`src/rtl/ts_pkt_sync_pkg.sv`:
```
package ts_pkt_sync_pkg;

   localparam int SYNC_W = 8;
   localparam int LEN_W  = 12;
   localparam int NEED_W = 4;
   localparam int CTRL_W = SYNC_W + LEN_W + NEED_W;

   // packed order places sync in 23:16, length in 15:4, count in 3:0
   typedef struct packed {
      logic [SYNC_W-1:0] sync;
      logic [LEN_W-1:0]  len;
      logic [NEED_W-1:0] need;
   } tsps_cfg_t;

   typedef enum logic [1:0] {
      ST_HUNT  = 2'd0,
      ST_CHECK = 2'd1,
      ST_LOCK  = 2'd2
   } sync_st_e;

   function automatic logic cfg_usable(input tsps_cfg_t c);
      return (c.need != '0) && (c.need != NEED_W'(5)) && (c.len >= LEN_W'(2));
   endfunction

endpackage

```
`src/rtl/ts_pkt_sync_deser.sv`:
```
module ts_pkt_sync_deser #(
   parameter int BYTE_W    = 8,
   parameter bit SERIAL_EN = 1'b1
) (
   input  logic              clk,
   input  logic              rst_n,
   input  logic              ser_mode,
   input  logic              ser_bit,
   input  logic              ser_valid,
   input  logic [BYTE_W-1:0] par_byte,
   input  logic              par_valid,
   output logic [BYTE_W-1:0] byte_o,
   output logic              valid_o
);
   localparam int BIT_CNT_W = (BYTE_W > 1) ? $clog2(BYTE_W) : 1;

   logic [BYTE_W-1:0] ser_byte;
   logic              ser_done;

   generate
      if (SERIAL_EN) begin : g_serial
         logic [BYTE_W-1:0]    shreg;
         logic [BIT_CNT_W-1:0] bit_cnt;
         logic                 last_bit;

         assign last_bit = (bit_cnt == BIT_CNT_W'(BYTE_W-1));

         always_ff @(posedge clk) begin
            if (!rst_n || !ser_mode) begin
               shreg   <= '0;
               bit_cnt <= '0;
            end else if (ser_valid) begin
               shreg   <= {shreg[BYTE_W-2:0], ser_bit};
               bit_cnt <= last_bit ? '0 : bit_cnt + 1'b1;
            end
         end

         assign ser_byte = {shreg[BYTE_W-2:0], ser_bit};
         assign ser_done = ser_mode && ser_valid && last_bit;
      end else begin : g_parallel_only
         assign ser_byte = '0;
         assign ser_done = 1'b0;
      end
   endgenerate

   always_ff @(posedge clk) begin
      if (!rst_n) begin
         byte_o  <= '0;
         valid_o <= 1'b0;
      end else if (ser_mode) begin
         byte_o  <= ser_byte;
         valid_o <= ser_done;
      end else begin
         byte_o  <= par_byte;
         valid_o <= par_valid;
      end
   end

endmodule

```
`src/rtl/ts_pkt_sync_lock.sv`:
```
module ts_pkt_sync_lock
   import ts_pkt_sync_pkg::*;
(
   input  logic              clk,
   input  logic              rst_n,
   input  tsps_cfg_t         cfg,
   input  logic [SYNC_W-1:0] in_byte,
   input  logic              in_valid,
   output logic              emit_o,
   output logic              start_o,
   output logic              first_o,
   output logic              last_o,
   output logic              lock_o
);
   sync_st_e          st, st_n;
   logic [LEN_W-1:0]  pos, pos_n;
   logic [NEED_W-1:0] hits, hits_n;
   logic              is_sync, at_end, cfg_ok;
   logic [NEED_W-1:0] hits_inc;
   logic [LEN_W-1:0]  pos_adv;

   assign is_sync  = (in_byte == cfg.sync);
   assign at_end   = (pos == cfg.len - 1'b1);
   assign cfg_ok   = cfg_usable(cfg);
   assign hits_inc = hits + 1'b1;
   assign pos_adv  = at_end ? '0 : pos + 1'b1;

   always_comb begin
      st_n    = st;
      pos_n   = pos;
      hits_n  = hits;
      emit_o  = 1'b0;
      start_o = 1'b0;
      first_o = 1'b0;
      last_o  = 1'b0;
      if (!cfg_ok) begin
         st_n   = ST_HUNT;
         pos_n  = '0;
         hits_n = '0;
      end else if (in_valid) begin
         unique case (st)
            ST_HUNT: begin
               if (is_sync) begin
                  pos_n = LEN_W'(1);
                  if (cfg.need == NEED_W'(1)) begin
                     st_n    = ST_LOCK;
                     emit_o  = 1'b1;
                     start_o = 1'b1;
                     first_o = 1'b1;
                  end else begin
                     st_n   = ST_CHECK;
                     hits_n = NEED_W'(1);
                  end
               end
            end
            ST_CHECK: begin
               if (pos == '0) begin
                  if (is_sync) begin
                     pos_n = LEN_W'(1);
                     if (hits_inc == cfg.need) begin
                        st_n    = ST_LOCK;
                        emit_o  = 1'b1;
                        start_o = 1'b1;
                        first_o = 1'b1;
                     end else begin
                        hits_n = hits_inc;
                     end
                  end else begin
                     st_n   = ST_HUNT;
                     pos_n  = '0;
                     hits_n = '0;
                  end
               end else begin
                  pos_n = pos_adv;
               end
            end
            ST_LOCK: begin
               if (pos == '0) begin
                  if (is_sync) begin
                     emit_o  = 1'b1;
                     start_o = 1'b1;
                     pos_n   = LEN_W'(1);
                  end else begin
                     st_n   = ST_HUNT;
                     pos_n  = '0;
                     hits_n = '0;
                  end
               end else begin
                  emit_o = 1'b1;
                  last_o = at_end;
                  pos_n  = pos_adv;
               end
            end
            default: begin
               st_n   = ST_HUNT;
               pos_n  = '0;
               hits_n = '0;
            end
         endcase
      end
   end

   always_ff @(posedge clk) begin
      if (!rst_n) begin
         st   <= ST_HUNT;
         pos  <= '0;
         hits <= '0;
      end else begin
         st   <= st_n;
         pos  <= pos_n;
         hits <= hits_n;
      end
   end

   assign lock_o = (st == ST_LOCK);

endmodule

```
`src/rtl/ts_pkt_sync_pack.sv`:
```
module ts_pkt_sync_pack #(
   parameter int BYTE_W        = 8,
   parameter int PKTS_PER_LINE = 20
) (
   input  logic              clk,
   input  logic              rst_n,
   input  logic [BYTE_W-1:0] in_byte,
   input  logic              emit,
   input  logic              start,
   input  logic              first,
   input  logic              last,
   output logic [BYTE_W-1:0] out_byte,
   output logic              out_valid,
   output logic              out_sop,
   output logic              out_sol,
   output logic              out_eol
);
   localparam int IDX_W = (PKTS_PER_LINE > 1) ? $clog2(PKTS_PER_LINE) : 1;
   localparam logic [IDX_W-1:0] IDX_LAST = IDX_W'(PKTS_PER_LINE - 1);

   logic [IDX_W-1:0] pkt_idx, cur_idx, idx_next;

   generate
      if (PKTS_PER_LINE > 1) begin : g_multi
         assign idx_next = (pkt_idx == IDX_LAST) ? '0 : pkt_idx + 1'b1;
      end else begin : g_single
         assign idx_next = '0;
      end
   endgenerate

   always_comb begin
      if (start) cur_idx = first ? '0 : idx_next;
      else       cur_idx = pkt_idx;
   end

   always_ff @(posedge clk) begin
      if (!rst_n) begin
         pkt_idx   <= '0;
         out_byte  <= '0;
         out_valid <= 1'b0;
         out_sop   <= 1'b0;
         out_sol   <= 1'b0;
         out_eol   <= 1'b0;
      end else begin
         out_valid <= emit;
         out_sop   <= emit && start;
         out_sol   <= emit && start && (cur_idx == '0);
         out_eol   <= emit && last && (cur_idx == IDX_LAST);
         if (emit) begin
            pkt_idx  <= cur_idx;
            out_byte <= in_byte;
         end
      end
   end

endmodule

```
`src/rtl/ts_pkt_sync.sv`:
```
module ts_pkt_sync
   import ts_pkt_sync_pkg::*;
#(
   parameter int PKTS_PER_LINE  = 20,
   parameter int NOM_PKT_LEN    = 188,
   parameter int MAX_LINE_BYTES = 4096,
   parameter bit SERIAL_EN      = 1'b1
) (
   input  logic              clk,
   input  logic              rst_n,
   input  logic [CTRL_W-1:0] ctrl_word,
   input  logic              ser_mode,
   input  logic              ser_bit,
   input  logic              ser_valid,
   input  logic [SYNC_W-1:0] par_byte,
   input  logic              par_valid,
   output logic [SYNC_W-1:0] out_byte,
   output logic              out_valid,
   output logic              out_sop,
   output logic              out_sol,
   output logic              out_eol,
   output logic              locked
);
   localparam int NOM_LINE_BYTES = PKTS_PER_LINE * NOM_PKT_LEN;

   generate
      if (PKTS_PER_LINE < 1) begin : g_bad_count
         $error("ts_pkt_sync: PKTS_PER_LINE must be at least 1");
      end
      if ((NOM_LINE_BYTES % 8) != 0 || NOM_LINE_BYTES > MAX_LINE_BYTES) begin : g_bad_line
         $error("ts_pkt_sync: nominal line size must be a multiple of 8 and within the limit");
      end
   endgenerate

   tsps_cfg_t         cfg;
   logic [SYNC_W-1:0] d_byte;
   logic              d_valid;
   logic              emit, start, first, last;

   assign cfg = tsps_cfg_t'(ctrl_word);

   ts_pkt_sync_deser #(
      .BYTE_W   (SYNC_W),
      .SERIAL_EN(SERIAL_EN)
   ) u_deser (
      .clk      (clk),
      .rst_n    (rst_n),
      .ser_mode (ser_mode),
      .ser_bit  (ser_bit),
      .ser_valid(ser_valid),
      .par_byte (par_byte),
      .par_valid(par_valid),
      .byte_o   (d_byte),
      .valid_o  (d_valid)
   );

   ts_pkt_sync_lock u_lock (
      .clk     (clk),
      .rst_n   (rst_n),
      .cfg     (cfg),
      .in_byte (d_byte),
      .in_valid(d_valid),
      .emit_o  (emit),
      .start_o (start),
      .first_o (first),
      .last_o  (last),
      .lock_o  (locked)
   );

   ts_pkt_sync_pack #(
      .BYTE_W       (SYNC_W),
      .PKTS_PER_LINE(PKTS_PER_LINE)
   ) u_pack (
      .clk      (clk),
      .rst_n    (rst_n),
      .in_byte  (d_byte),
      .emit     (emit),
      .start    (start),
      .first    (first),
      .last     (last),
      .out_byte (out_byte),
      .out_valid(out_valid),
      .out_sop  (out_sop),
      .out_sol  (out_sol),
      .out_eol  (out_eol)
   );

endmodule

```
`config.mk`:
```
export PLATFORM = sky130hd
export DESIGN_NAME = ts_pkt_sync
export DESIGN_NICKNAME = d
export VERILOG_FILES = /design/src/rtl/ts_pkt_sync_pkg.sv /design/src/rtl/ts_pkt_sync_deser.sv /design/src/rtl/ts_pkt_sync_lock.sv /design/src/rtl/ts_pkt_sync_pack.sv /design/src/rtl/ts_pkt_sync.sv
export SDC_FILE = /design/constraint.sdc
export NUM_CORES = 1
export LEC_CHECK = 0
export ABC_AREA = 0
export ABC_CLOCK_PERIOD_IN_PS = 6900
export BUFFER_PORTS_ARGS = -buffer_cell sky130_fd_sc_hd__buf_2
export CAP_MARGIN = 20
export CORE_MARGIN = 4
export CORE_UTILIZATION = 55
export CTS_BUF_LIST = sky130_fd_sc_hd__clkbuf_8
export CTS_CLUSTER_DIAMETER = 60
export DETAILED_ROUTE_END_ITERATION = 12
export PLACE_DENSITY = 0.78
export SYNTH_ARGS = -nofsm -noshare
export SYNTH_HDL_FRONTEND = slang
export SYNTH_SLANG_ARGS = --single-unit
```
`constraint.sdc`:
```
create_clock -name clk -period 6.9 [get_ports clk]
set_input_delay 1.38 -clock clk [delete_from_list [all_inputs] [get_ports clk]]
set_output_delay 1.38 -clock clk [all_outputs]
set_load 0.02 [all_outputs]
```
==> flow_summary_export.csv <==
group,metric,value,unit
outcome,status,"completed",
sta,slew-limit-headroom,0.5162,
logic_synthesis,synth-seq-cells,54,
route,vias,2894,
cts,clockBufferDepth,2,
sta,hold_viol,0,
critical_path,start_kind,"input pin",
route,ant_nets,0,
layout,stdcell_count,503,
cts,cts_hold_buf,0,
grt,grt-ovfl-total,0,
flow_run,max_cap_violations,0,
cts,cts_tree,"yes",
logic_synthesis,synth.cell_area,3229,sq um
route,wl_met2,3448,um
floorplanning,coreArea,5608,sq um
placement,portBuffers,50,
sta,rsz0062_at_grt,"false",
logic_synthesis,netlist_instances,388,
placement,gp_congestion,0.8818,
route,drcViolationCount,0,
route,wl_met3,316,um
critical_path,worst_setup_path_end_kind,"register",
floorplanning,die_w,84.63,um
sta,finalCritPeriodShare,0.5891,
floorplanning,design.die.area,7161,sq um
logic_synthesis,synth_top_area_frac,0.3348,
logic_synthesis,async_flop_share,0,
sta,final-setup-viol-count,0,
cts,clock_sinks,54,
cts,post-cts-setup-buffer-count,0,
sta,worst_hold_slack,0.5070,ns
pwr,p_total,0.0005581,W
sta,drv_slew,0,
logic_synthesis,synth_top_cell_by_area,"dfxtp_1",
layout,antenna_cells,0,
logic_synthesis,yosysWarnings,0,
route,wl_met1,3404,um
layout,nets,480,
grt,grt_pass1_vias,2778,
grt,grt_max_degree,22,
logic_synthesis,synth_area_leaders,"dfxtp_1, mux2i_1, nor2_1",
pwr,p_per_area,155.1,nW/um^2
placement,hpwl,5500,um
grt,grt_pass1_wl,12580,um
logic_synthesis,synth_common_cells,"dfxtp_1, nor2_1, nand2_1",
pwr,p_leak,1.451,nW
sta,worst_pin_slew,0.7237,ns
critical_path,worstPathRequired,7.06,ns
floorplanning,start_util,0.5759,
placement,dp_cells,495,
grt,antenna_found_initial,0,
pwr,max-vdd-ir-drop,115.7,uV
route,drt-initial-drc-count,249,
grt,grt.total_usage,0.2075,
critical_path,path_cells,"buf_2 > inv_1 > ha_1 > or4b_4 > a211oi_2 > a22oi_1 > a2111o_1 > a2111oi_4 > nor2_4 > a221oi_2 > a211oi_1",
cts,clock-root-buffer,"clkbuf_8",
critical_path,arrival,4.22,ns
logic_synthesis,synth_cell_types,54,
critical_path,max_stage_delay,0.54,ns
sta,min_period,4.065,ns
logic_synthesis,synth_fp_nets,438,
placement,dp_slack,2.534,ns
cts,clock_latency,0.31,ns
logic_synthesis,synth_edf_count,0,
sta,clock.fmax,246.0,MHz
route,drt_wl_total,7257,um
critical_path,critical_path_class,"in -> reg",
route,firstDrtPassIters,4,
layout,fillers,482,
cts,numCtsBuffers,5,
floorplanning,num_rows,27,
critical_path,critical_path_peak_fanout,19,
route,wl_per_cell,14.43,um
layout,area_growth,11.47,%
sta,fin_worst_skew,0.007672,ns
logic_synthesis,synth-main-ff-cell,"dfxtp_1",
sta,final.setup.tns,0,ns
cts,htreeDepth,2,
logic_synthesis,seq_area_frac_synth,0.3348,
floorplanning,num_io_pins,51,
cts,clk_pin_slew,0.10,ns
route,vias_per_cell,5.753,
cts,post_cts_resized,0,
logic_synthesis,syn_area_per_cell,8.323,sq um
logic_synthesis,synth_most_common_cell,"dfxtp_1",
critical_path,critPathSlowestCell,"a2111oi_4",
route,highest_layer,"met4",
worst_hold_path,hp-class,"reg -> reg",
sta,setup_ws,2.835,ns
layout,drive_above_1_share,0.1647,
floorplanning,fp.dieH,84.63,um
==> path summary, 6_finish.rpt <==
kind,start,to,slack (ns),cells after the start
max,ctrl_word[4],u_lock.pos[0],2.83,11
min,u_pack.out_byte[7],u_pack.out_byte[7],0.51,2
max reg2reg,u_lock.pos[0],u_pack.out_sol,3.91,10
min reg2reg,u_pack.out_byte[7],u_pack.out_byte[7],0.51,2
==> power by group <==
part           switching, W  total (W)  internal, W
sequential       0.00000229   0.000317     0.000314
clock              0.000111   0.000187    0.0000761
combinational     0.0000307  0.0000545    0.0000238
==> flip-flops by register name, summed over array words and instances, names as in the netlist <==
register,cells
u_deser.byte_o,8
u_deser.g_serial.bit_cnt,3
u_deser.g_serial.shreg,7
u_deser.valid_o,1
u_lock.hits,4
u_lock.pos,12
u_lock.st,2
u_pack.out_byte,8
u_pack.out_eol,1
u_pack.out_sol,1
u_pack.out_sop,1
u_pack.out_valid,1
u_pack.pkt_idx,5
==> layout make-up <==
type                       instances  area [sq um]  share of cell area
inverter                          13         48.80             0.01356
sequential                        54          1081              0.3003
multi-input combinational        305          2024              0.5624
clock inverter                     3         28.78            0.007994
clock buffer                       5         68.82             0.01912
timing repair buffer              51         257.7             0.07160
tap                               72         90.09             0.02503
==> per-layer routing <==
metal,vias to the layer above,global-route usage
met4,0,0.05468
met1,1340,0.2840
met2,79,0.3381
met5,-,0
met3,8,0.03533
li1,1467,-
==> cells in the final DEF (no fill, tap or decap), types with 5 or more instances in the layout <==
| cell | n |
|---|---|
| clkbuf_8 | 5 |
| or3_1 | 6 |
| dfxtp_1 | 54 |
| xnor2_1 | 9 |
| buf_2 | 50 |
| nand3_1 | 24 |
| nor2_1 | 51 |
| o21ai_0 | 10 |
| nor3_1 | 16 |
| and3_1 | 6 |
| inv_1 | 13 |
| nor4_1 | 5 |
| ha_1 | 12 |
| a21oi_1 | 19 |
| mux2i_1 | 27 |
| xor2_1 | 21 |
| and2_1 | 7 |
| a31oi_1 | 9 |
| nand2_1 | 29 |
==> logic make-up (layout without fill, tap and decap cells) <==
family          count (synthesis)  after routing  synth area share
xor+xnor                       31             31           0.08834
compound gates                 62             62            0.1344
buf+inv                        29             72           0.03836
flops                          54             54            0.3348
simple gates                  172            172            0.2704
mux                            28             28           0.08718
fa+ha+maj                      12             12           0.04649
==> critical path: cells and delay by family <==
family | cells | cell delay [ns]
AND/OR/NAND/NOR | 2 | 0.69
AO/OA/AOI/OAI | 6 | 1.66
adder cells (fa/ha/maj) | 1 | 0.25
buffers and inverters | 2 | 0.23
==> through the flow <==
stage	utilization	area (sq um)
after floorplan	-	3229
after global placement	0.6245	3502
after detailed placement	0.6245	3502
after CTS	0.6419	3600
after global routing	0.6419	3600
final	0.6419	3600
Note: power is estimated with default switching activity, not from simulation.
